===== src/rtl/mhash_pkg.sv =====
package mhash_pkg;
    localparam int NUM_TBL = 3;

    typedef enum logic [1:0] {
        ST_IDLE   = 2'd0,
        ST_CHOOSE = 2'd1,
        ST_READ   = 2'd2
    } ins_state_e;
endpackage


===== src/rtl/mhash_rowgen.sv =====
module mhash_rowgen
    import mhash_pkg::*;
#(
    parameter int KEY_W = 8,
    parameter int ROW_W = 2
) (
    input  logic [KEY_W-1:0]                 key,
    output logic [NUM_TBL-1:0][ROW_W-1:0]    rows
);
    // The shared field is XORed with a different key field in each table
    for (genvar t = 0; t < NUM_TBL; t++) begin : g_hash
        assign rows[t] = key[t*ROW_W +: ROW_W] ^ key[NUM_TBL*ROW_W +: ROW_W];
    end
endmodule


===== src/rtl/mhash_occ.sv =====
module mhash_occ
    import mhash_pkg::*;
#(
    parameter int ROW_W = 2,
    parameter int WAYS  = 2,
    parameter int CNT_W = 2
) (
    input  logic                             clk,
    input  logic                             rst_n,
    input  logic [NUM_TBL-1:0][ROW_W-1:0]    rows,
    input  logic                             inc_en,
    input  logic [1:0]                       inc_sel,
    input  logic [ROW_W-1:0]                 inc_row,
    output logic [NUM_TBL-1:0][CNT_W-1:0]    cnt
);
    localparam int ROWS = 1 << ROW_W;

    logic [CNT_W-1:0] occ_q [NUM_TBL][ROWS];
    logic [CNT_W-1:0] occ_d [NUM_TBL][ROWS];

    always_comb begin
        occ_d = occ_q;
        if (inc_en) begin
            occ_d[inc_sel][inc_row] = occ_q[inc_sel][inc_row] + 1'b1;
        end
    end

    always_ff @(posedge clk or negedge rst_n) begin
        if (!rst_n) begin
            for (int t = 0; t < NUM_TBL; t++) begin
                for (int r = 0; r < ROWS; r++) begin
                    occ_q[t][r] <= '0;
                end
            end
        end else begin
            occ_q <= occ_d;
        end
    end

    for (genvar t = 0; t < NUM_TBL; t++) begin : g_rd
        assign cnt[t] = occ_q[t][rows[t]];
    end

    // a placement never targets a row that is already full
    assert_no_row_overflow_R3: assert property (@(posedge clk) disable iff (!rst_n)
        inc_en |-> (occ_q[inc_sel][inc_row] < CNT_W'(WAYS)));
endmodule


===== src/rtl/mhash_pick.sv =====
module mhash_pick
    import mhash_pkg::*;
#(
    parameter int WAYS  = 2,
    parameter int CNT_W = 2
) (
    input  logic [NUM_TBL-1:0][CNT_W-1:0] cnt,
    output logic                          any_free,
    output logic [1:0]                    sel
);
    always_comb begin
        any_free = 1'b0;
        sel      = 2'd0;
        // Strict less-than keeps the lowest table index on ties
        for (int t = 0; t < NUM_TBL; t++) begin
            if (cnt[t] < CNT_W'(WAYS)) begin
                if (!any_free || (cnt[t] < cnt[sel])) begin
                    sel = 2'(t);
                end
                any_free = 1'b1;
            end
        end
    end
endmodule


===== src/rtl/mhash_insert.sv =====
module mhash_insert
    import mhash_pkg::*;
#(
    parameter int KEY_W     = 8,
    parameter int ROW_W     = 2,
    parameter int WAYS      = 2,
    parameter int MAX_MOVES = 4,
    parameter int VIC_DEPTH = 2,
    localparam int WAY_W    = (WAYS > 1) ? $clog2(WAYS) : 1
) (
    input  logic                     clk,
    input  logic                     rst_n,
    input  logic                     req_valid,
    input  logic [KEY_W-1:0]         req_key,
    output logic                     busy,
    output logic                     done,
    output logic                     overflow,
    output logic                     error,
    output logic                     tbl_rd_en,
    output logic [1:0]               tbl_rd_sel,
    output logic [ROW_W-1:0]         tbl_rd_row,
    input  logic [WAYS*KEY_W-1:0]    tbl_rd_keys,
    output logic                     tbl_wr_en,
    output logic [1:0]               tbl_wr_sel,
    output logic [ROW_W-1:0]         tbl_wr_row,
    output logic [WAY_W-1:0]         tbl_wr_way,
    output logic [KEY_W-1:0]         tbl_wr_key,
    output logic                     vic_wr_en,
    output logic [KEY_W-1:0]         vic_wr_key
);
    localparam int CNT_W = $clog2(WAYS + 1);
    localparam int MV_W  = (MAX_MOVES < 1) ? 1 : $clog2(MAX_MOVES + 1);
    localparam int VC_W  = (VIC_DEPTH < 1) ? 1 : $clog2(VIC_DEPTH + 1);

    typedef struct packed {
        ins_state_e       st;
        logic [KEY_W-1:0] key;
        logic [MV_W-1:0]  moves;
        logic [1:0]       tbl_ptr;
        logic [WAY_W-1:0] way_ptr;
        logic [1:0]       ev_tbl;
        logic [ROW_W-1:0] ev_row;
        logic [WAY_W-1:0] ev_way;
        logic [VC_W-1:0]  vic_cnt;
        logic             done;
        logic             ovf;
        logic             err;
    } ins_reg_t;

    ins_reg_t s_q, s_d;

    logic [NUM_TBL-1:0][ROW_W-1:0] rows;
    logic [NUM_TBL-1:0][CNT_W-1:0] cnt;
    logic                          any_free;
    logic [1:0]                    pick;
    logic                          inc_en;

    mhash_rowgen #(.KEY_W(KEY_W), .ROW_W(ROW_W)) rowgen_i (
        .key  (s_q.key),
        .rows (rows)
    );

    mhash_occ #(.ROW_W(ROW_W), .WAYS(WAYS), .CNT_W(CNT_W)) occ_i (
        .clk     (clk),
        .rst_n   (rst_n),
        .rows    (rows),
        .inc_en  (inc_en),
        .inc_sel (pick),
        .inc_row (rows[pick]),
        .cnt     (cnt)
    );

    mhash_pick #(.WAYS(WAYS), .CNT_W(CNT_W)) pick_i (
        .cnt      (cnt),
        .any_free (any_free),
        .sel      (pick)
    );

    always_comb begin
        s_d      = s_q;
        s_d.done = 1'b0;
        s_d.ovf  = 1'b0;
        s_d.err  = 1'b0;

        inc_en     = 1'b0;
        tbl_rd_en  = 1'b0;
        tbl_rd_sel = s_q.tbl_ptr;
        tbl_rd_row = rows[s_q.tbl_ptr];
        tbl_wr_en  = 1'b0;
        tbl_wr_sel = pick;
        tbl_wr_row = rows[pick];
        tbl_wr_way = cnt[pick][WAY_W-1:0];
        tbl_wr_key = s_q.key;
        vic_wr_en  = 1'b0;
        vic_wr_key = s_q.key;

        unique case (s_q.st)
            ST_IDLE: begin
                if (req_valid) begin
                    s_d.key   = req_key;
                    s_d.moves = '0;
                    s_d.st    = ST_CHOOSE;
                end
            end
            ST_CHOOSE: begin
                if (any_free) begin
                    tbl_wr_en = 1'b1;
                    inc_en    = 1'b1;
                    s_d.done  = 1'b1;
                    s_d.st    = ST_IDLE;
                end else if (s_q.vic_cnt == VC_W'(VIC_DEPTH)) begin
                    // Only reachable for a fresh key: the fill is fixed during an insertion
                    s_d.err  = 1'b1;
                    s_d.done = 1'b1;
                    s_d.st   = ST_IDLE;
                end else if (s_q.moves == MV_W'(MAX_MOVES)) begin
                    vic_wr_en   = 1'b1;
                    s_d.vic_cnt = s_q.vic_cnt + 1'b1;
                    s_d.ovf     = 1'b1;
                    s_d.done    = 1'b1;
                    s_d.st      = ST_IDLE;
                end else begin
                    tbl_rd_en   = 1'b1;
                    s_d.ev_tbl  = s_q.tbl_ptr;
                    s_d.ev_row  = rows[s_q.tbl_ptr];
                    s_d.ev_way  = s_q.way_ptr;
                    s_d.tbl_ptr = (s_q.tbl_ptr == 2'd2) ? 2'd0 : s_q.tbl_ptr + 2'd1;
                    s_d.way_ptr = (s_q.way_ptr == WAY_W'(WAYS - 1)) ? '0
                                                                     : s_q.way_ptr + 1'b1;
                    s_d.st      = ST_READ;
                end
            end
            ST_READ: begin
                tbl_wr_en  = 1'b1;
                tbl_wr_sel = s_q.ev_tbl;
                tbl_wr_row = s_q.ev_row;
                tbl_wr_way = s_q.ev_way;
                s_d.key    = tbl_rd_keys[s_q.ev_way*KEY_W +: KEY_W];
                s_d.moves  = s_q.moves + 1'b1;
                s_d.st     = ST_CHOOSE;
            end
            default: s_d.st = ST_IDLE;
        endcase
    end

    always_ff @(posedge clk or negedge rst_n) begin
        if (!rst_n) begin
            s_q <= '{st: ST_IDLE, default: '0};
        end else begin
            s_q <= s_d;
        end
    end

    assign busy     = (s_q.st != ST_IDLE);
    assign done     = s_q.done;
    assign overflow = s_q.ovf;
    assign error    = s_q.err;

    // an accepted request makes the engine busy
    assert_accept_R1: assert property (@(posedge clk) disable iff (!rst_n)
        (req_valid && !busy) |=> busy);
    // completion is a single-cycle pulse while idle
    assert_done_pulse_R7: assert property (@(posedge clk) disable iff (!rst_n)
        done |=> !done);
    assert_done_idle_R7: assert property (@(posedge clk) disable iff (!rst_n)
        done |-> !busy);
    assert_flags_with_done_R7: assert property (@(posedge clk) disable iff (!rst_n)
        (overflow || error) |-> done);
    // the chosen row is no fuller than any other row with room
    for (genvar t = 0; t < NUM_TBL; t++) begin : g_least
        assert_least_loaded_R3: assert property (@(posedge clk) disable iff (!rst_n)
            (any_free && (cnt[t] < CNT_W'(WAYS))) |-> (cnt[pick] <= cnt[t]));
    end
    // every row read is followed by a replacement write to that row
    assert_read_then_swap_R4: assert property (@(posedge clk) disable iff (!rst_n)
        tbl_rd_en |=> (tbl_wr_en && (tbl_wr_sel == $past(tbl_rd_sel))
                       && (tbl_wr_row == $past(tbl_rd_row))));
    // the move count stays inside the budget; a push to the store reports overflow
    assert_move_budget_R5: assert property (@(posedge clk) disable iff (!rst_n)
        s_q.moves <= MV_W'(MAX_MOVES));
    assert_vic_reports_R5: assert property (@(posedge clk) disable iff (!rst_n)
        vic_wr_en |=> (done && overflow));
    // a failed insertion wrote nothing in its final cycle
    assert_error_quiet_R6: assert property (@(posedge clk) disable iff (!rst_n)
        error |-> (!$past(tbl_wr_en) && !$past(vic_wr_en)));
endmodule


===== config.mk =====
export PLATFORM = sky130hd
export DESIGN_NAME = mhash_insert
export DESIGN_NICKNAME = d
export VERILOG_FILES = /design/src/rtl/mhash_pkg.sv /design/src/rtl/mhash_rowgen.sv /design/src/rtl/mhash_occ.sv /design/src/rtl/mhash_pick.sv /design/src/rtl/mhash_insert.sv
export SDC_FILE = /design/constraint.sdc
export NUM_CORES = 1
export LEC_CHECK = 0
export ABC_AREA = 1
export BUFFER_PORTS_ARGS = -buffer_cell sky130_fd_sc_hd__buf_2
export CAP_MARGIN = 25
export CORE_MARGIN = 5
export CORE_UTILIZATION = 50
export DETAILED_ROUTE_END_ITERATION = 7
export PLACE_DENSITY_LB_ADDON = 0.15
export SLEW_MARGIN = 10
export SYNTH_ARGS = -nofsm -noshare
export SYNTH_HDL_FRONTEND = slang
export SYNTH_HIERARCHICAL = 1
export SYNTH_SLANG_ARGS = --single-unit
export TNS_END_PERCENT = 10

===== constraint.sdc =====
create_clock -name clk -period 6.4 [get_ports clk]
set_clock_uncertainty 0.05 [all_clocks]
set_input_delay 0.64 -clock clk [delete_from_list [all_inputs] [get_ports clk]]
set_output_delay 0.64 -clock clk [all_outputs]
set_load 0.1 [all_outputs]

Word level (Yosys, flattened, before mapping)
Index checks and enable logic that the tools add are counted.
Widths: inputs -> output; s select.
{"block": "word_totals", "register_bits": 50, "inputBits": 27, "out_inout_bits": 32, "elab_cells": 138}
{"block": "classes", "n_addsub": 5, "magnitude_cmp": 15, "n_eq_ne": 6, "shift": 1, "muxes": 64, "bitwise_logic": 11, "reduce_logical": 12}
{"cell": "$mux 2", "count": 22}
{"cell": "$bmux 2 s2", "count": 8}
{"cell": "$bwmux 24", "count": 1}
{"cell": "$mux 8", "count": 3}
{"cell": "$pmux 11 s2", "count": 1}
{"cell": "$mux 1", "count": 21}
{"cell": "$bmux 8 s2", "count": 1}
{"cell": "$demux 8 s2", "count": 1}
{"cell": "$shiftx 16x5->8", "count": 1}
{"cell": "$ge 3x3->1 const B", "count": 5}
{"cell": "$not 2->3", "count": 5}
{"cell": "$mux 13", "count": 1}
{"cell": "$lt 2x3->1 const B", "count": 3}
{"cell": "$reduce_and 4->1", "count": 2}
{"cell": "$add 2x1->2 const B", "count": 3}
{"cell": "$eq 2x2->1 const B", "count": 3}
{"cell": "$lt 2x2->1 const B", "count": 3}
{"cell": "$lt 3x1->1 const B", "count": 2}
{"cell": "$pmux 2 s3", "count": 1}
{"cell": "$xor 2x2->2", "count": 3}
{"cell": "$demux 2 s2", "count": 1}
{"cell": "$lt 2x2->1", "count": 2}
{"cell": "$mux 4", "count": 1}
{"cell": "$reduce_bool 2->1", "count": 2}
{"cell": "13 further kinds", "count": 18}

Depth between registers and ports, before layout
{"block": "depth", "depth_word": 27, "depth_mapped": 34, "ltp_nobuf": 33}

By module
The synthesis kept the hierarchy.
{"module": "mhash_insert", "n_inst": 1, "cells_each": 219, "area_each_um2": 1665.3, "seq_area_each_um2": 650.6}
{"module": "mhash_occ", "n_inst": 1, "cells_each": 218, "area_each_um2": 1453.9, "seq_area_each_um2": 600.6}
{"module": "mhash_pick", "n_inst": 1, "cells_each": 28, "area_each_um2": 150.1, "seq_area_each_um2": 0.0}
{"module": "mhash_rowgen", "n_inst": 1, "cells_each": 26, "area_each_um2": 97.6, "seq_area_each_um2": 0.0}

Least setup slack after synthesis
No wires, ideal clock.
{"block": "synth_timing", "path_kind": "register to output", "startpoint": "reg s_q, in the netlist tbl_wr_key[6]", "endpoint": "out tbl_wr_sel[0]", "arrival_time_ns": 4.370, "required_time_ns": 5.710, "setup_slack_ns": 1.340, "stages_incl_launch_ff": 20, "n_path_buf": 0, "path_cell_list": "dfrtp_1 -> inv_2 -> nand2_1 -> nand2_1 -> inv_1 -> nor2_1 -> o22ai_1 -> inv_2 -> ha_1 -> nand2_1 -> nand2_1 -> nand2_2 -> nand3_1 -> nand3_1 -> nand2_1 -> nand2_1 -> nand2_1 -> a21oi_1 -> inv_1 -> o21ai_0"}
{"element": "start, declared", "line": "mhash_insert.sv:50", "text": "ins_reg_t s_q, s_d;"}
{"element": "start signal, assigned", "line": "mhash_insert.sv:148", "text": "s_q <= '{st: ST_IDLE, default: '0};"}
{"element": "start signal, assigned", "line": "mhash_insert.sv:150", "text": "s_q <= s_d;"}
{"element": "end, declared", "line": "mhash_insert.sv:24", "text": "output logic [1:0] tbl_wr_sel,"}

==> results.cfg <==
[sta]
max_slew_margin_pct = 58.64
post-route-min-period_ns = 4.585
fmax_mhz = 218.1
setup_viol = 0
tightest_slew_ns = 0.6205
hold_violations = 0
finalSetupTns_ns = 0
fin_ws_ns = 1.815
drv_slew = 0
rsz0062_at_grt = no
whs_ns = 0.3734
min_period_over_period_pct = 71.65

[clocking]
cts_tree = done
clkLatencyLatePin_ns = 0.31
h-tree-depth = 2
cts.path.max_buffers = 2
post_cts_buffers = 0
clkTransAtPathRegs_ns = 0.09
cts_num_sinks = 50
cts_hold_buf = 0
cts_root_buf = clkbuf_8
cts_buffers = 5
post_cts_resized = 0

[logic_synthesis]
synthesis.area_um2 = 3367
postSynthCellCount = 491
synthTopCellsByArea = dfrtp_1 (37%), nand2_1 (19%), nand3_1 (9.7%)
yosysSeqAreaShare_pct = 37.16
synth.distinct_cells = 29
syn_nets = 529
synth_top_cell_by_area = dfrtp_1
netlist.area_leader.share_pct = 37.16
yosysWarnings = 6
synth_seq_cells = 50
synth.avg_cell_area_um2 = 6.857

[flow_run]
cap_violations = 0

[placed_design]
hpwl_um = 6348
numPortBuffers = 58
place.gp.congestion = 0.8994
post-place-ws_ns = 2.198
dp_cells = 604

[finish]
stdcell_count = 612
nNetsFinal = 569
final_layout_size_suffix_gt1_share_pct = 16.54
syn2layout_area_growth_pct = 8.175
diodes = 0

[grt]
grt_pass1_vias = 2937
grt_max_degree = 51
grt_first_pass_wirelength_um = 14010
grt-ovfl-total = 0
grtUsageTotal_pct = 20.45
antenna_found_initial = 0

[status]
status = complete, no violations

[setup_path]
crit_required_ns = 5.71
rrSetupSlack_ns = 2.13
timing.critical_path.from_type = flip-flop
timing.rr.start = tbl_wr_key[6]$_DFFE_PN0P_
path_max_fanout = 13
endpoint_kind = primary output
cp-startpoint = tbl_wr_key[6]$_DFFE_PN0P_
timing.critical_path.to = tbl_wr_row[1]
r2r_end = occ_i/occ_q[23]$_DFFE_PN0P_
crit_type = reg -> out
rr_worst_depth = 32
arrival_ns = 3.90

[routing]
drt-total-wl_um = 8285
drt-initial-drc-count = 138
dr.pass1.iters = 4
final_antenna_net_count = 0
dr_total_vias = 3084
route.detailed.drc = 0
routedWlPerCell_um = 13.54
routed_via_density = 5.039

[hold_path]
hold_path.class = in -> async

[floorplanning]
die_w_um = 92.06
io_pins = 59
die_y_um = 92.06
start_util_pct = 50.39
num_rows = 30
core_area_um2 = 6681
dieArea_um2 = 8475
[sequential cells by signal, indices dropped and copies added, names as in the netlist]
signal / cells
s_q: 13
overflow: 1
tbl_wr_key: 8
tbl_rd_sel: 2
error: 1
done: 1
occ_i/occ_q: 24
[logic make-up after synthesis]
kind of cell	Yosys count	synth area share, %
adders and majority gates	11	4.088
buffers and inverters	101	15.31
xor gates and xnor gates	3	0.7805
AOI/OAI and AO/OA	46	7.507
DFF	50	37.16
and+or+nand+nor	280	35.15
[layer usage]
| metal | routed length, um | global-route usage, % | up-vias |
|---|---|---|---|
| met1 | 3733 | 26.87 | 1392 |
| met4 | 123 | 5.569 | 0 |
| met5 | 0 | 0 | - |
| met3 | 483 | 3.527 | 11 |
| li1 | - | - | 1585 |
| met2 | 3944 | 34.67 | 96 |
[cells in the mapped netlist]
master and count:
buf_4 21, nand2_2 9, buf_6 4, o21ai_0 29, nor2_2 1, nand3_1 65
inv_1 65, a21oi_1 3, a21boi_0 1, nand3_2 1, o22ai_1 8, dfrtp_1 50
clkbuf_1 1, nor2_1 34, buf_12 1, o21ai_1 2, xor2_1 2, clkinv_1 4
clkbuf_8 1, inv_2 3, buf_2 1, nor2_8 1, nor3_1 1, or2_2 1
o211ai_1 1, xnor2_1 1, o21ai_2 2, nand2_1 167, ha_1 11
[through the flow]
stage,utilization [%],area [um2]
after floorplan,-,3367
after global placement,53.02,3542
after detailed placement,53.02,3542
after CTS,54.51,3642
after global routing,54.51,3642
final,54.51,3642
[cell type report]
cell class                 count  area [um2]
tap                           80       100.1
clock inverter                 2       17.52
fill                         680        3039
multi-input combinational    340        1600
clock buffer                   6       82.58
sequential                    50        1251
timing repair buffer          62       320.3
inverter                      72       270.3
[how the worst min path moves through the flow]
stage / end / slack (ns) / cells after the start
4_1_cts: s_q[4]$_DFFE_PN0P_ / 0.40 / 2
3_3_place_gp: s_q[7]$_DFFE_PN0P_ / 0.42 / 2
5_1_grt: s_q[13]$_DFFE_PN0P_ / 0.44 / 2
6_report: s_q[13]$_DFFE_PN0P_ / 0.37 / 2
3_5_place_dp: s_q[6]$_DFFE_PN0P_ / 0.42 / 2
2_1_floorplan: done$_DFF_PN0_ / 0.29 / 0
[cells in the final DEF, fill, tap and decap left out, types with 6 or more instances in the layout]
| master | count |
|---|---|
| buf_2 | 58 |
| clkbuf_8 | 6 |
| dfrtp_1 | 50 |
| ha_1 | 11 |
| inv_1 | 65 |
| nand2_1 | 167 |
| nand2_2 | 9 |
| nand3_1 | 65 |
| nor2_1 | 34 |
| o21ai_0 | 29 |
| o22ai_1 | 8 |
[critical path, stage by stage, from the launching register on]
cell and delay [ns]:
dfrtp_1 0.46, inv_2 0.07, nand2_1 0.06, nand2_1 0.16, inv_1 0.15, o21ai_0 0.10
o22ai_1 0.29, inv_2 0.08, ha_1 0.30, nand2_1 0.07, nand2_1 0.06, nand2_2 0.06
nand2_2 0.05, nand2_1 0.05, nand3_1 0.06, nand2_1 0.06, nand2_1 0.06, a21oi_1 0.12
buf_4 0.23, inv_1 0.09, nor2_1 0.17, nand2_1 0.07, nand2_1 0.17, nand2_1 0.10
nand2_1 0.07, buf_2 0.42
Power is not shown: default switching activity piles up to over one toggle a cycle in this logic, so the estimate is an artifact.
